`config.mk`:
```
export PLATFORM = sky130hd
export DESIGN_NAME = adc_pwr_seq
export DESIGN_NICKNAME = d
export VERILOG_FILES = /design/src/rtl/adc_pwr_seq_pkg.sv /design/src/rtl/adc_pwr_seq_dp.sv /design/src/rtl/adc_pwr_seq_ctrl.sv /design/src/rtl/adc_pwr_seq.sv
export SDC_FILE = /design/constraint.sdc
export NUM_CORES = 1
export LEC_CHECK = 0
export BUFFER_PORTS_ARGS = -buffer_cell sky130_fd_sc_hd__buf_2
export CAP_MARGIN = 25
export CORE_ASPECT_RATIO = 1.25
export CORE_MARGIN = 4
export CORE_UTILIZATION = 54
export DETAILED_ROUTE_END_ITERATION = 7
export PLACE_DENSITY = 0.86
export SETUP_SLACK_MARGIN = 0.15
export SYNTH_ARGS = -nofsm -noshare
export SYNTH_HDL_FRONTEND = slang
export SYNTH_SLANG_ARGS = --single-unit
```
`constraint.sdc`:
```
create_clock -name clk -period 3.8 [get_ports clk]
set_input_delay 0.76 -clock clk [delete_from_list [all_inputs] [get_ports clk]]
set_output_delay 0.76 -clock clk [all_outputs]
set_load 0.02 [all_outputs]
```
`src/rtl/adc_pwr_seq_pkg.sv`:
```
package adc_pwr_seq_pkg;

  typedef enum logic [2:0] {
    ST_IDLE,
    ST_PWR_UP,
    ST_RESET,
    ST_START,
    ST_SAMPLE,
    ST_CONVERT,
    ST_STANDBY
  } seqState_e;

  typedef enum logic [1:0] {
    SEL_SETTLE,
    SEL_RST,
    SEL_SAMPLE,
    SEL_STANDBY
  } cntSel_e;

  // strobe bundle from control to datapath
  typedef struct packed {
    logic    load;
    cntSel_e sel;
  } cntCmd_t;

endpackage

```
`src/rtl/adc_pwr_seq_dp.sv`:
```
module adc_pwr_seq_dp
  import adc_pwr_seq_pkg::*;
#(
  parameter int unsigned WAIT_W = 8,
  parameter int unsigned SMP_W  = 3
) (
  input  logic              clk,
  input  logic              rstN,
  input  cntCmd_t           cmd,
  input  logic [WAIT_W-1:0] startWait,
  input  logic [WAIT_W-1:0] rstWait,
  input  logic [WAIT_W-1:0] standbyWait,
  input  logic [SMP_W-1:0]  sampleCycles,
  output logic              cntZero
);

  localparam logic [WAIT_W-1:0] CNT_ZERO = '0;

  logic [WAIT_W-1:0] cnt;
  logic [WAIT_W-1:0] loadVal;
  logic [WAIT_W-1:0] sampleLoad;

  // a sample length of 0 behaves as 1
  assign sampleLoad = (sampleCycles == '0) ? CNT_ZERO
                                           : WAIT_W'(sampleCycles - 1'b1);

  always_comb begin
    case (cmd.sel)
      SEL_SETTLE:  loadVal = startWait;
      SEL_RST:     loadVal = rstWait;
      SEL_SAMPLE:  loadVal = sampleLoad;
      default:     loadVal = standbyWait;
    endcase
  end

  always_ff @(posedge clk or negedge rstN) begin
    if (!rstN)              cnt <= CNT_ZERO;
    else if (cmd.load)      cnt <= loadVal;
    else if (cnt != CNT_ZERO) cnt <= cnt - 1'b1;
  end

  assign cntZero = (cnt == CNT_ZERO);

  AST_CNT_DECREMENT: assert property (@(posedge clk) disable iff (!rstN)
    (!cmd.load && cnt != CNT_ZERO) |=> (cnt == $past(cnt) - 1'b1));

  AST_CNT_LOADED: assert property (@(posedge clk) disable iff (!rstN)
    (cmd.load && cmd.sel == SEL_RST) |=> (cnt == $past(rstWait)));

endmodule

```
`src/rtl/adc_pwr_seq_ctrl.sv`:
```
module adc_pwr_seq_ctrl
  import adc_pwr_seq_pkg::*;
(
  input  logic       clk,
  input  logic       rstN,
  input  logic [1:0] pwrMode,
  input  logic       convReq,
  input  logic       convDone,
  input  logic       cntZero,
  output cntCmd_t    cmd,
  output logic       pwrEn,
  output logic       convRstN,
  output logic       convStart,
  output logic       sampleEn,
  output logic       seqBusy,
  output logic       seqDone
);

  seqState_e state, nxt;
  logic swOwned, swOff, swOn;

  assign swOwned = pwrMode[1];
  assign swOff   = swOwned & ~pwrMode[0];
  assign swOn    = swOwned &  pwrMode[0];

  always_comb begin
    nxt = state;
    cmd = '{load: 1'b0, sel: SEL_SETTLE};
    if (swOff) begin
      nxt = ST_IDLE;
    end else begin
      case (state)
        ST_IDLE: if (convReq) begin
          if (swOn) begin
            nxt = ST_RESET;  cmd = '{load: 1'b1, sel: SEL_RST};
          end else begin
            nxt = ST_PWR_UP; cmd = '{load: 1'b1, sel: SEL_SETTLE};
          end
        end
        ST_PWR_UP: if (cntZero) begin
          nxt = ST_RESET; cmd = '{load: 1'b1, sel: SEL_RST};
        end
        ST_RESET: if (cntZero) nxt = ST_START;
        ST_START: begin
          nxt = ST_SAMPLE; cmd = '{load: 1'b1, sel: SEL_SAMPLE};
        end
        ST_SAMPLE: if (cntZero) nxt = ST_CONVERT;
        ST_CONVERT: if (convDone) begin
          nxt = ST_STANDBY; cmd = '{load: 1'b1, sel: SEL_STANDBY};
        end
        ST_STANDBY: begin
          if (convReq) begin
            nxt = ST_RESET; cmd = '{load: 1'b1, sel: SEL_RST};
          end else if (cntZero) begin
            nxt = ST_IDLE;
          end
        end
        default: nxt = ST_IDLE;
      endcase
    end
  end

  always_ff @(posedge clk or negedge rstN) begin
    if (!rstN) state <= ST_IDLE;
    else       state <= nxt;
  end

  assign pwrEn     = swOwned ? pwrMode[0] : (state != ST_IDLE);
  assign convRstN  = (state != ST_RESET);
  assign convStart = (state == ST_START);
  assign sampleEn  = (state == ST_SAMPLE);
  assign seqBusy   = (state != ST_IDLE);
  assign seqDone   = (state == ST_CONVERT) && convDone && !swOff;

  AST_START_SINGLE: assert property (@(posedge clk) disable iff (!rstN)
    convStart |=> !convStart);

  AST_START_AFTER_RESET: assert property (@(posedge clk) disable iff (!rstN)
    convStart |-> $past(!convRstN));

  AST_SAMPLE_AFTER_START: assert property (@(posedge clk) disable iff (!rstN)
    $rose(sampleEn) |-> $past(convStart));

  AST_OFF_FORCES_IDLE: assert property (@(posedge clk) disable iff (!rstN)
    swOff |=> (state == ST_IDLE));

  AST_STANDBY_REQ_RESET: assert property (@(posedge clk) disable iff (!rstN)
    (state == ST_STANDBY && convReq && !swOff) |=> !convRstN);

endmodule

```
`src/rtl/adc_pwr_seq.sv`:
```
module adc_pwr_seq
  import adc_pwr_seq_pkg::*;
#(
  parameter int unsigned WAIT_W = 8,
  parameter int unsigned SMP_W  = 3
) (
  input  logic              clk,
  input  logic              rstN,
  input  logic [1:0]        pwrMode,
  input  logic [WAIT_W-1:0] startWait,
  input  logic [WAIT_W-1:0] rstWait,
  input  logic [WAIT_W-1:0] standbyWait,
  input  logic [SMP_W-1:0]  sampleCycles,
  input  logic              convReq,
  input  logic              convDone,
  output logic              pwrEn,
  output logic              convRstN,
  output logic              convStart,
  output logic              sampleEn,
  output logic              seqBusy,
  output logic              seqDone
);

  cntCmd_t cmd;
  logic    cntZero;

  adc_pwr_seq_ctrl uCtrl (
    .clk       (clk),
    .rstN      (rstN),
    .pwrMode   (pwrMode),
    .convReq   (convReq),
    .convDone  (convDone),
    .cntZero   (cntZero),
    .cmd       (cmd),
    .pwrEn     (pwrEn),
    .convRstN  (convRstN),
    .convStart (convStart),
    .sampleEn  (sampleEn),
    .seqBusy   (seqBusy),
    .seqDone   (seqDone)
  );

  adc_pwr_seq_dp #(.WAIT_W(WAIT_W), .SMP_W(SMP_W)) uDp (
    .clk          (clk),
    .rstN         (rstN),
    .cmd          (cmd),
    .startWait    (startWait),
    .rstWait      (rstWait),
    .standbyWait  (standbyWait),
    .sampleCycles (sampleCycles),
    .cntZero      (cntZero)
  );

endmodule

```
==> results list <==
- Power, Total: about 0.98 mW
- Layout fillers: between 150 and 200
- For the worst flop-to-flop path, the logic depth is 7.
* Wirelength per Cell: approximately 16 um
- Yosys instantiated no cell more often than sky130_fd_sc_hd__nor2_1.
* Worst IR Drop VDD: about 0.48 mV
* Final HPWL from detailed placement: roughly 2600 um
* Most used flip-flop cell after synthesis: sky130_fd_sc_hd__dfrtp_1
- The count of cells in the finished layout, fillers not included, comes to roughly 210.
- Once the clock tree was built, the resizer swapped 0 gates to a different size.
- Area contributors post-synth: sky130_fd_sc_hd__dfrtp_1 24%, sky130_fd_sc_hd__nor2_1 6.2%, sky130_fd_sc_hd__a31oi_1 5.4%
- Max-cap violations: 0
- In this run the core area contains 18 standard-cell rows.
* Count of synthesis-stage warnings from yosys: 0
* Final net count: approximately 230
- Critical Path Fanout Max: 20
- Status: complete, no violations
- In the final layout, the share of cells above drive strength 1 is 0.254.
- Maximum number of pins on one net before global-route repair: 21
- Type of the tightest min-delay check: primary input to asynchronous set/reset pin
* CTS H-tree lvls: 1
* Number of antenna cells inserted: 0
- Leakage component of the power: between 0.6 and 0.7 nW
- The number of antenna violations at the first check in global routing came to 0.
- Clock Sinks: 11
- Dominant cell type by area after synthesis: sky130_fd_sc_hd__dfrtp_1
* Number of pins exceeding their max-slew limit in the final report: 0
- In this run the vertical extent of the chip is 59.7 um.
- Number of iterations in the first detailed-routing pass: 4
- Unique masters post-synth: 46
* Buffers on Ports: 38
* Max-slew headroom at the worst pin: 0.601
- Clock slew at the register clock pins of the worst setup and hold paths: about 80 ps
* Final RePlAce weighted congestion: 0.940
* Gr usage total: 0.231
- Power spread over the standard cell area amounts to between 700 and 800 mW/mm2.
* Most numerous cell types in the synthesized netlist: 19 x sky130_fd_sc_hd__nor2_1, 12 x sky130_fd_sc_hd__nand3_1, 11 x sky130_fd_sc_hd__dfrtp_1
- For the pin with the worst max-slew slack, the measured transition is 598 ps.
- I/O pin cnt: 39
- Fraction of post-synthesis cell area in the top cell type by area: 0.239
* Wire length reported by the detailed router: around 3300 um
- Postcts setup bufs: 0
- Number of nets with antenna violations after detailed routing: 0
- Total negative slack for setup checks: 0 ps
- The via count of the first global-routing pass came to around 1,300.
* Sequential-to-total area share from yosys stat: 0.239
* Synthesized flop and latch total: 11
- In this run the horizontal extent of the chip is 49.3 um.
- After technology mapping, the gate count stands at about 150.
* Cell count after placement: roughly 200
- Post-placement setup slack: approximately 1100 ps
* Total global routing overflow: 0
- Root Driver: sky130_fd_sc_hd__clkbuf_4
* Crit path required time: roughly 3000 ps
- Area growth from synthesis to final layout: 18.7%
* Flop2flop setup slack: 1110 ps
* Post-synthesis net count: 191
* Maximum clock frequency: about 0.37 GHz
- The number of hold violations in the final report is 0.
* Average size of a mapped cell: between 7 and 8 um2
- Wire length of the first global-routing pass: 5380 um
- The critical path is of the register to output port type.
- CTS Buf Count: 3
- Setup violations remaining at the end of the flow were counted as 0.
* Asr flop ratio synth: 1.00
* Die area: 0.00294 mm2
- The clock passes through at most 2 buffers.
- Startpoint Class: register
* Detail-routed via count per cell: between 6 and 7
* Area inside the core boundary: roughly 0.002 mm2
- TritonCTS clock tree: built
- EDFF count, synth: 0
- Period utilisation layout: 0.713
- For this configuration, the core starts out at a cell density of 0.576.
* Total number of vias: between 1,000 and 1,500
* Remaining DRCs: 0
- Final setup slack of the worst path: approximately 1100 ps
- Synth Cell Area: approximately 0.0012 mm2
- Final worst clock skew: ~3.4 ps
* Initial detailed-routing violation count: 74
* Arrival time worst endpoint: 1950 ps
- Hold buffers post-CTS: 0
* Unrepaired setup endpoints after global routing: false
- The worst setup path is captured at an output port.
- Latest clock arrival within the worst-skew pair: 270 ps
- The smallest clock period supported by the final layout is computed as 2710 ps.
## final timing paths
kind / start / to
worst min register to register: uDp.cnt[1] / uDp.cnt[1]
max in group asynchronous: rstN / uDp.cnt[4]
worst max-delay path: uCtrl.state[0] / seqDone
min in group clk: uDp.cnt[1] / uDp.cnt[1]
worst min-delay path: rstN / uDp.cnt[3]
worst max register to register: uDp.cnt[4] / uDp.cnt[5]
## placed cells by master (no fill, tap or decap), types with 4 or more instances in the layout
cell and count:
sky130_fd_sc_hd__nand2_1 10, sky130_fd_sc_hd__o21ai_0 5, sky130_fd_sc_hd__xnor2_1 4, sky130_fd_sc_hd__o22ai_1 5, sky130_fd_sc_hd__a21oi_1 7, sky130_fd_sc_hd__dfrtp_1 11
sky130_fd_sc_hd__inv_1 10, sky130_fd_sc_hd__a31oi_1 10, sky130_fd_sc_hd__nand3_1 12, sky130_fd_sc_hd__nor3_1 5, sky130_fd_sc_hd__nor2_1 19, sky130_fd_sc_hd__ha_1 4
sky130_fd_sc_hd__buf_2 38
## sequential cells by signal, summed over array words and instances (netlist names)
name         count
uCtrl.state      3
uDp.cnt          8
## metrics by stage
stage	area (um2)	util	hold slack [ps]
after floorplan	1150	-	464
after global placement	1340	0.669	636
after detailed placement	1340	0.669	640
after CTS	1370	0.683	349
after global routing	1370	0.683	361
final	1370	0.683	344
## where the power goes
| part | total, mW | internal [mW] | leakage [nW] | switching, mW |
|---|---|---|---|---|
| clock | 0.0824 | 0.0390 | 0.0177 | 0.0435 |
| sequential | 0.293 | 0.178 | 0.131 | 0.115 |
| combinational | 0.602 | 0.280 | 0.514 | 0.321 |
## layer usage
layer  wire (um)  part of all wire  vias to the layer above  track usage
li1            -                 -                      641            -
met3         206             0.063                       12       0.0399
met2        1720              0.52                       65        0.444
met1        1280              0.39                      581        0.249
met5           0                 0                        -            0
met4          71             0.022                        0       0.0894
## final cells by class
class,instances,area [um2],area share
clock buffer,3,22.5,0.0165
clock inverter,1,5.00,0.00366
inverter,10,37.5,0.0274
multi-input combinational,125,806,0.589
sequential,11,275,0.201
tap,20,25.0,0.0183
timing repair buffer,39,198,0.144
## critical path: stages, from the launching register on
cell and delay (ps):
sky130_fd_sc_hd__dfrtp_1 730, sky130_fd_sc_hd__inv_1 110, sky130_fd_sc_hd__or3_1 540, sky130_fd_sc_hd__inv_1 130
sky130_fd_sc_hd__buf_2 170
## logic make-up after synthesis
kind of cell    Yosys count  synth area share
compound gates           44             0.261
xor+xnor                  5            0.0380
fa+ha+maj                 4            0.0434
buf+inv                  18            0.0629
flops                    11             0.239
mux                       3            0.0271
simple gates             69             0.329
No activity file was read; power rests on OpenSTA's default activity.
